`config.mk`:
```
export PLATFORM = sky130hd
export DESIGN_NAME = mseq_top
export DESIGN_NICKNAME = d
export VERILOG_FILES = /design/src/rtl/mseq_pkg.sv /design/src/rtl/mseq_store.sv /design/src/rtl/mseq_cond.sv /design/src/rtl/mseq_top.sv
export SDC_FILE = /design/constraint.sdc
export NUM_CORES = 1
export LEC_CHECK = 0
export BUFFER_PORTS_ARGS = -buffer_cell sky130_fd_sc_hd__buf_2
export CAP_MARGIN = 15
export CORE_ASPECT_RATIO = 0.75
export CORE_UTILIZATION = 39
export DETAILED_ROUTE_END_ITERATION = 7
export PLACE_DENSITY = 0.56
export SETUP_SLACK_MARGIN = 0.15
export SYNTH_ARGS = -nofsm -noshare
export SYNTH_HDL_FRONTEND = slang
export SYNTH_SLANG_ARGS = --single-unit
```
`constraint.sdc`:
```
create_clock -name clk -period 2.15 [get_ports clk]
set_clock_uncertainty 0.05 [all_clocks]
set_input_delay 0.43 -clock clk [delete_from_list [all_inputs] [get_ports clk]]
set_output_delay 0.43 -clock clk [all_outputs]
set_load 0.02 [all_outputs]
```
`src/rtl/mseq_pkg.sv`:
```
package mseq_pkg;
    localparam int ADDR_W  = 4;
    localparam int STRB_W  = 12;
    localparam int CTRL_W  = STRB_W + 1;
    localparam int DONE_B  = STRB_W;
    localparam int WORDS   = 10;

    typedef enum logic [1:0] {
        SEL_NEVER  = 2'b00,
        SEL_QLOW   = 2'b01,
        SEL_CNTLOW = 2'b10,
        SEL_ALWAYS = 2'b11
    } sel_e;

    typedef struct packed {
        sel_e              sel;
        logic [ADDR_W-1:0] br;
        logic [CTRL_W-1:0] ctl;
    } uword_t;

    typedef enum logic {
        ST_IDLE = 1'b0,
        ST_RUN  = 1'b1
    } seq_state_e;
endpackage

```
`src/rtl/mseq_store.sv`:
```
module mseq_store
    import mseq_pkg::*;
(
    input  logic [ADDR_W-1:0] addr,
    output uword_t            word
);
    always_comb begin
        word = '0;
        if (int'(addr) < WORDS) begin
            unique case (addr)
                4'd0:    word = '{sel: SEL_NEVER,  br: 4'd0, ctl: 13'h0600};
                4'd1:    word = '{sel: SEL_NEVER,  br: 4'd0, ctl: 13'h0100};
                4'd2:    word = '{sel: SEL_QLOW,   br: 4'd4, ctl: 13'h0000};
                4'd3:    word = '{sel: SEL_NEVER,  br: 4'd0, ctl: 13'h001C};
                4'd4:    word = '{sel: SEL_CNTLOW, br: 4'd2, ctl: 13'h0803};
                4'd5:    word = '{sel: SEL_QLOW,   br: 4'd7, ctl: 13'h0000};
                4'd6:    word = '{sel: SEL_NEVER,  br: 4'd0, ctl: 13'h003C};
                4'd7:    word = '{sel: SEL_NEVER,  br: 4'd0, ctl: 13'h0040};
                4'd8:    word = '{sel: SEL_NEVER,  br: 4'd0, ctl: 13'h0080};
                4'd9:    word = '{sel: SEL_ALWAYS, br: 4'd9, ctl: 13'h1000};
                default: word = '0;
            endcase
        end
    end
endmodule

```
`src/rtl/mseq_cond.sv`:
```
module mseq_cond
    import mseq_pkg::*;
(
    input  sel_e sel,
    input  logic q_lsb,
    input  logic cnt_last,
    output logic take
);
    always_comb begin
        unique case (sel)
            SEL_NEVER:  take = 1'b0;
            SEL_QLOW:   take = !q_lsb;
            SEL_CNTLOW: take = !cnt_last;
            SEL_ALWAYS: take = 1'b1;
            default:    take = 1'b0;
        endcase
    end
endmodule

```
`src/rtl/mseq_top.sv`:
```
module mseq_top
    import mseq_pkg::*;
(
    input  logic              clk,
    input  logic              rst_n,
    input  logic              start,
    input  logic              q_lsb,
    input  logic              cnt_last,
    output logic [STRB_W-1:0] ctl_o,
    output logic              done_o
);
    seq_state_e        state, nxt_state;
    logic [ADDR_W-1:0] pc, nxt_pc;
    uword_t            uir, fetched;
    logic              take;

    mseq_cond u_cond (
        .sel      (uir.sel),
        .q_lsb    (q_lsb),
        .cnt_last (cnt_last),
        .take     (take)
    );

    mseq_store u_store (
        .addr (nxt_pc),
        .word (fetched)
    );

    // next-state and next-address logic
    always_comb begin
        nxt_state = state;
        nxt_pc    = pc;
        unique case (state)
            ST_IDLE: begin
                nxt_pc = '0;
                if (start) nxt_state = ST_RUN;
            end
            ST_RUN: begin
                if (uir.ctl[DONE_B] && start) nxt_pc = '0;
                else if (take)                nxt_pc = uir.br;
                else                          nxt_pc = pc + ADDR_W'(1);
            end
            default: nxt_state = ST_IDLE;
        endcase
    end

    // state, counter and microinstruction register
    always_ff @(posedge clk or negedge rst_n) begin
        if (!rst_n) begin
            state <= ST_IDLE;
            pc    <= '0;
            uir   <= '0;
        end else begin
            state <= nxt_state;
            pc    <= nxt_pc;
            uir   <= (nxt_state == ST_RUN) ? fetched : '0;
        end
    end

    // outputs
    always_comb begin
        ctl_o  = uir.ctl[STRB_W-1:0];
        done_o = uir.ctl[DONE_B];
    end

    assert_idle_quiet_R2: assert property (@(posedge clk) disable iff (!rst_n)
        (state == ST_IDLE) |-> (ctl_o == '0 && !done_o));

    assert_entry_word_R3: assert property (@(posedge clk) disable iff (!rst_n)
        (state == ST_IDLE && start) |=> (ctl_o == 12'h600 && !done_o));

    assert_loop_back_R5: assert property (@(posedge clk) disable iff (!rst_n)
        (ctl_o[11] && !cnt_last) |=> (ctl_o == '0 && !done_o));

    assert_out_order_R7: assert property (@(posedge clk) disable iff (!rst_n)
        ctl_o[6] |=> (ctl_o == 12'h080));

    assert_end_hold_R8: assert property (@(posedge clk) disable iff (!rst_n)
        (done_o && !start) |=> done_o);

    assert_end_quiet_R8: assert property (@(posedge clk) disable iff (!rst_n)
        done_o |-> (ctl_o == '0));

    assert_restart_R8: assert property (@(posedge clk) disable iff (!rst_n)
        (done_o && start) |=> (ctl_o == 12'h600));
endmodule

```
# After elaboration in Yosys (flattened, before gate mapping)
# Memory sizes are Yosys's and may differ from the RTL's.
# Cells that the tools add are included.
# classes
n_eq_ne	3
magnitude_cmp	1
reduce_logical	4
addsub	1
mux	8
bitwise_logic	1
# ops
operator	n
19-bit two-way mux	2
4-bit two-way mux	2
4-bit one-hot mux with 2 select lines	1
4-bit by 1-bit adder with 4-bit output (second input constant)	1
2-bit == test (second input constant)	2
4-bit less-than comparator (second input constant)	1
1-bit one-hot mux with 4 select lines	1
2-bit by 1-bit == test with 1-bit output (second input constant)	1
1-bit logical NOT	2
2-bit logical NOT	1
1-bit two-way mux	2
1-bit logical AND	1
1-bit NOT	1
# totals
register_bits	24
wordCells	24
rom_bits	304
memories	1
# memory_table
memory	depth	word_bits	read_ports	rd_ports_with_merged_regs	write_ports	line	source
(no name shown)	16	19	1	0	0	mseq_store.sv:10	unique case (addr)

# Logic depth before layout (Yosys ltp)
# logic_depth
word_depth	8
ltp_mapped	6
depth_no_buf	6

# Hierarchy
# A second synthesis with hierarchy kept.
# hier_totals
hier_cells	111
area_unflattened_um2	1181.1
# modules_own_cells
mod	area_per_inst_um2	instances	cells_each	seq_area_each_um2
mseq_top	923.4	1	76	600.6
mseq_store	239.0	1	32	0.0
mseq_cond	18.8	1	3	0.0

# Least setup slack after synthesis
# Ideal clock, no wire load.
# synth_timing
path_kind	register to register
start	register uir[17] (netlist bit)
end	register uir[17] (netlist bit)
path_stages_with_launch	7
setup_slack_ns	0.188
path_buffers	0
required_ns	2.020
arrival_ns	1.832
path_cell_list	dfrtp_1 nand2b_2 a21oi_4 mux2i_4 inv_2 or4_4 o211ai_2
# synth_between
elab_chain_len	8
word_cells_on_any_way	12
cone_classes	1 x order compare; 3 x eq/ne; 6 x mux; 1 x reduce/logical; 1 x memory
# synth_lines
element	line	source
from (decl)	mseq_top.sv:14	uword_t uir, fetched;
from (signal assigned)	mseq_top.sv:56	uir <= (nxt_state == ST_RUN) ? fetched : '0;
2-bit == test, or another cell as far along	mseq_cond.sv:10	unique case (sel)
1-bit one-hot mux with 4 select lines *	mseq_cond.sv:10	
4-bit two-way mux *	mseq_top.sv:40	else if (take) nxt_pc = uir.br;
4-bit two-way mux *	mseq_top.sv:39	if (uir.ctl[DONE_B] && start) nxt_pc = '0;
4-bit one-hot mux with 2 select lines *	mseq_top.sv:33	unique case (state)
via nxt_pc[0]	mseq_top.sv:13	logic [ADDR_W-1:0] pc, nxt_pc;
memory 16 x 19 bit / 4-bit less-than comparator (equally long branches)	-	
19-bit two-way mux *	mseq_store.sv:9	if (int'(addr) < WORDS) begin
19-bit two-way mux *	mseq_top.sv:56	
# The timed path passes the listed nets; every way through them passes the cells marked *.

# Worst setup path after layout
# Ends and elaborated chain as after synthesis.

==> metrics.md <==
| Metric | Value |
|---|---|
| Outcome | complete, but fails checks |
| Failing checks | hold timing |
| Share of total power in combinational logic | 60.1% |
| Total negative slack for setup checks | 0 ns |
| Vias per Instance | 4.956 |
| Data required time of the worst path | 2.32 ns |
| Clock H-tree levels | 1 |
| Critical path class | reg2reg |
| Number of max-slew violations in the final report | 0 |
| Power Internal | 0.001019 W |
| Final #Nets | 108 |
| Share of synthesized area occupied by flip-flops and latches | 46.27% |
| Number of enable flip-flop cells after synthesis | 0 |
| Slew at the pin closest to its max-slew limit | 0.4772 ns |
| Synth-to-Final Area Change | 10.28% |
| Switching pwr | 0.0008204 W |
| Top cell type's share of synthesized area | 46.27% |
| Share of post-route cells with drive strength above 1 | 38.61% |
| Data arrival time of the critical path | 2.12 ns |
| First-pass GRT wire length | 2822 um |
| Leading cell types by total area after synthesis | sky130_fd_sc_hd__dfrtp_1 46%, sky130_fd_sc_hd__buf_4 9.3%, sky130_fd_sc_hd__mux2i_4 4.6% |
| Synth Warn # | 0 |
| Global-route usage over all layers | 15.18% |
| Prevailing post-synth register cell | sky130_fd_sc_hd__dfrtp_1 |
| Flip-flop and latch count after synthesis | 18 |
| Latest clock arrival within the worst-skew pair | 0.29 ns |
| Avg Cell Area, Syn | 10.94 um^2 |
| Maximum clock insertion buffer count | 2 |
| DRC errors left | 0 |
| Number of sinks driven by the clock tree | 18 |
| Die width | 59.69 um |
| Clock tree root buffer cell | sky130_fd_sc_hd__clkbuf_4 |
| Detail Placement HPWL | 1325 um |
| Max-cap violation count | 0 |
| Antenna-violating nets left | 0 |
| RSZ-0062 raised after global routing | true |
| Final worst hold slack | -0.003232 ns |
| Number of primary I/O pins | 18 |
| Post-synthesis cell area | 973.4 um^2 |
| Met3 Usage GRT | 5.444% |
| Minimum setup slack among reg-to-reg paths | 0.19 ns |
| Number of antenna violations at the first check in global routing | 0 |
| Post-layout utilization of the core | 46.13% |
| Peak fanout along the critical path | 4 |
| Drt first pass iters | 4 |
| Max IR drop VDD | 0.5735 mV |
| Startpoint Class | register |
| DR vias | 669 |
| TritonCTS buffer count | 3 |
| FF-to-FF path depth | 6 |
| Diodes inserted | 0 |
| Worst hold path type | in2async |
| Clock group share of total power | 11.1% |
| Count of cell types in the netlist | 37 |
| Commonest cells after routing, fill and taps aside | 18 x sky130_fd_sc_hd__dfrtp_1, 17 x sky130_fd_sc_hd__buf_2, 7 x sky130_fd_sc_hd__nor2_1, 5 x sky130_fd_sc_hd__nor3_1 |
| Launching point of the worst reg2reg path | uir[17] |
| Global route total overflow | 0 |
| Leakage power figure | 0.5383 nW |
| Register clock-pin slew on the reported worst setup and hold paths | 0.10 ns |
| Die Area | 2702 um^2 |
| Net count after synthesis | 95 |
| Setup-violating endpoint count in the final report | 0 |
| Placeable core region | 2327 um^2 |
| Rows | 15 |
| Global routing met1 resource utilization | 22.14% |
| Die height | 45.27 um |
| Effective utilization at floorplan | 41.83% |
| Average routed wire per standard cell | 13.08 um |
| WL final | 1766 um |
| Post-CTS Hold Buffers | 0 |
| Post-route minimum period | 1.956 ns |
| Remaining max-slew budget at the tightest pin | 67.99% |
| Critical path endpoint category | register |
| Peak Freq | 0.5112 GHz |
| Grt peak-use layer | met1 |
| Maximum number of pins on one net before global-route repair | 19 |
| Switching Share | 44.61% |
| Met2 track utilization from global routing | 20.00% |
| Starting DRT DRC Count | 24 |
| Destination of the worst register-to-register timing path | uir[17] |
| Synthesized instance count | 89 |
| Filler instances | 235 |
| Vias in the first global route | 594 |
| Power density over the cells | 1713 nW/um^2 |
| Post-synthesis cell type with the largest combined area | sky130_fd_sc_hd__dfrtp_1 |
| Final cycle utilization of the critical path | 90.98% |
| IO Port Bufs | 17 |
| Portion of total power attributed to sequential cells | 28.7% |
| Most common library cell in the layout ignoring fill and taps | sky130_fd_sc_hd__dfrtp_1 |
| Fraction of synthesis flops using an asynchronous set or reset pin | 100.0% |
| Clock tree from TritonCTS | built |
| Endpoints failing hold | 10 |
| Placer congestion estimate | 0.8481 |
synth_stat cells, types with 2 or more instances:
cell	count
sky130_fd_sc_hd__inv_1	3
sky130_fd_sc_hd__o21ai_0	4
sky130_fd_sc_hd__nor3_1	5
sky130_fd_sc_hd__nor2_1	7
sky130_fd_sc_hd__buf_4	12
sky130_fd_sc_hd__a211oi_1	3
sky130_fd_sc_hd__nand2_1	4
sky130_fd_sc_hd__xor2_1	2
sky130_fd_sc_hd__mux2i_4	2
sky130_fd_sc_hd__nor4_1	2
sky130_fd_sc_hd__and3_1	2
sky130_fd_sc_hd__dfrtp_1	18
area by class of cell:
class	count	area (um^2)	share of cell area (%)
flip-flops and latches	18	450.4	41.96
inverters	4	15.01	1.399
clock buffers	4	36.28	3.380
well taps	34	42.54	3.963
multi-input cells	54	414.1	38.58
repair buffers	21	115.1	10.72
kinds of logic (layout without fill, tap and decap cells):
family | after synthesis | in the layout | synth area share (%)
flops | 18 | 18 | 46.27
fa+ha+maj | 1 | 1 | 1.285
mux | 4 | 4 | 6.812
simple gates | 30 | 30 | 18.38
xor+xnor | 3 | 3 | 2.700
buf+inv | 17 | 29 | 11.18
compound gates | 16 | 16 | 13.37
how the worst max path moves through the flow:
stage | startpoint | endpoint | cells after the start
finish | uir[17] | uir[17] | 6
global route | uir[17] | uir[17] | 6
CTS | uir[17] | uir[17] | 6
detailed placement | cnt_last | uir[17] | 7
global placement | cnt_last | uir[17] | 7
floorplan | uir[17] | uir[17] | 6
per-layer routing:
layer | part of all wire [%] | vias to the layer above
li1 | - | 324
met1 | 52 | 327
met2 | 41 | 14
met3 | 4.6 | 4
met4 | 1.6 | 0
met5 | 0 | -
repair_timing:
item	CTS	global route
cloned	0	0
setup buffers	1	0
endpoints found under the setup margin	1	3
pin swaps	0	1
resized for setup	0	1
power by group through the flow:
stage / registers (W) / logic, W / clock network (W)
3_5_place_dp: 0.000534 / 0.00106 / 0
5_1_grt: 0.000543 / 0.00120 / 0.000230
3_3_place_gp: 0.000534 / 0.00108 / 0
2_1_floorplan: 0.000532 / 0.000878 / 0
4_1_cts: 0.000528 / 0.00109 / 0.000212
6_report: 0.000529 / 0.00111 / 0.000205
stage by stage:
step | hold WS [ns] | instance area [um^2] | worst slack, ns | cells | power [W]
6_report | -0.003232 | 1074 | 0.1939 | 135 | 0.001839
3_3_place_gp | 0.3328 | 1030 | 0.1808 | 130 | 0.001615
3_5_place_dp | 0.3308 | 1030 | 0.1318 | 130 | 0.001598
2_1_floorplan | 0.08441 | 973.4 | 0.1876 | 89 | 0.001410
4_1_cts | 0.005656 | 1074 | 0.1626 | 135 | 0.001830
5_1_grt | 0.002033 | 1074 | 0.1395 | 135 | 0.001975
worst max-delay path, cell delays in order, from the launching register on:
cell                       delay [ns]
sky130_fd_sc_hd__dfrtp_1         0.38
sky130_fd_sc_hd__nand2b_2        0.21
sky130_fd_sc_hd__a21oi_4         0.18
sky130_fd_sc_hd__mux2i_4         0.28
sky130_fd_sc_hd__inv_2           0.09
sky130_fd_sc_hd__or4_4           0.53
sky130_fd_sc_hd__o211ai_2        0.16
sequential cells by signal, indices dropped and copies added, names as in the netlist:
name,cells
ctl_o,7
pc,4
uir,6
state,1
Note: power is estimated with default switching activity, not from simulation.
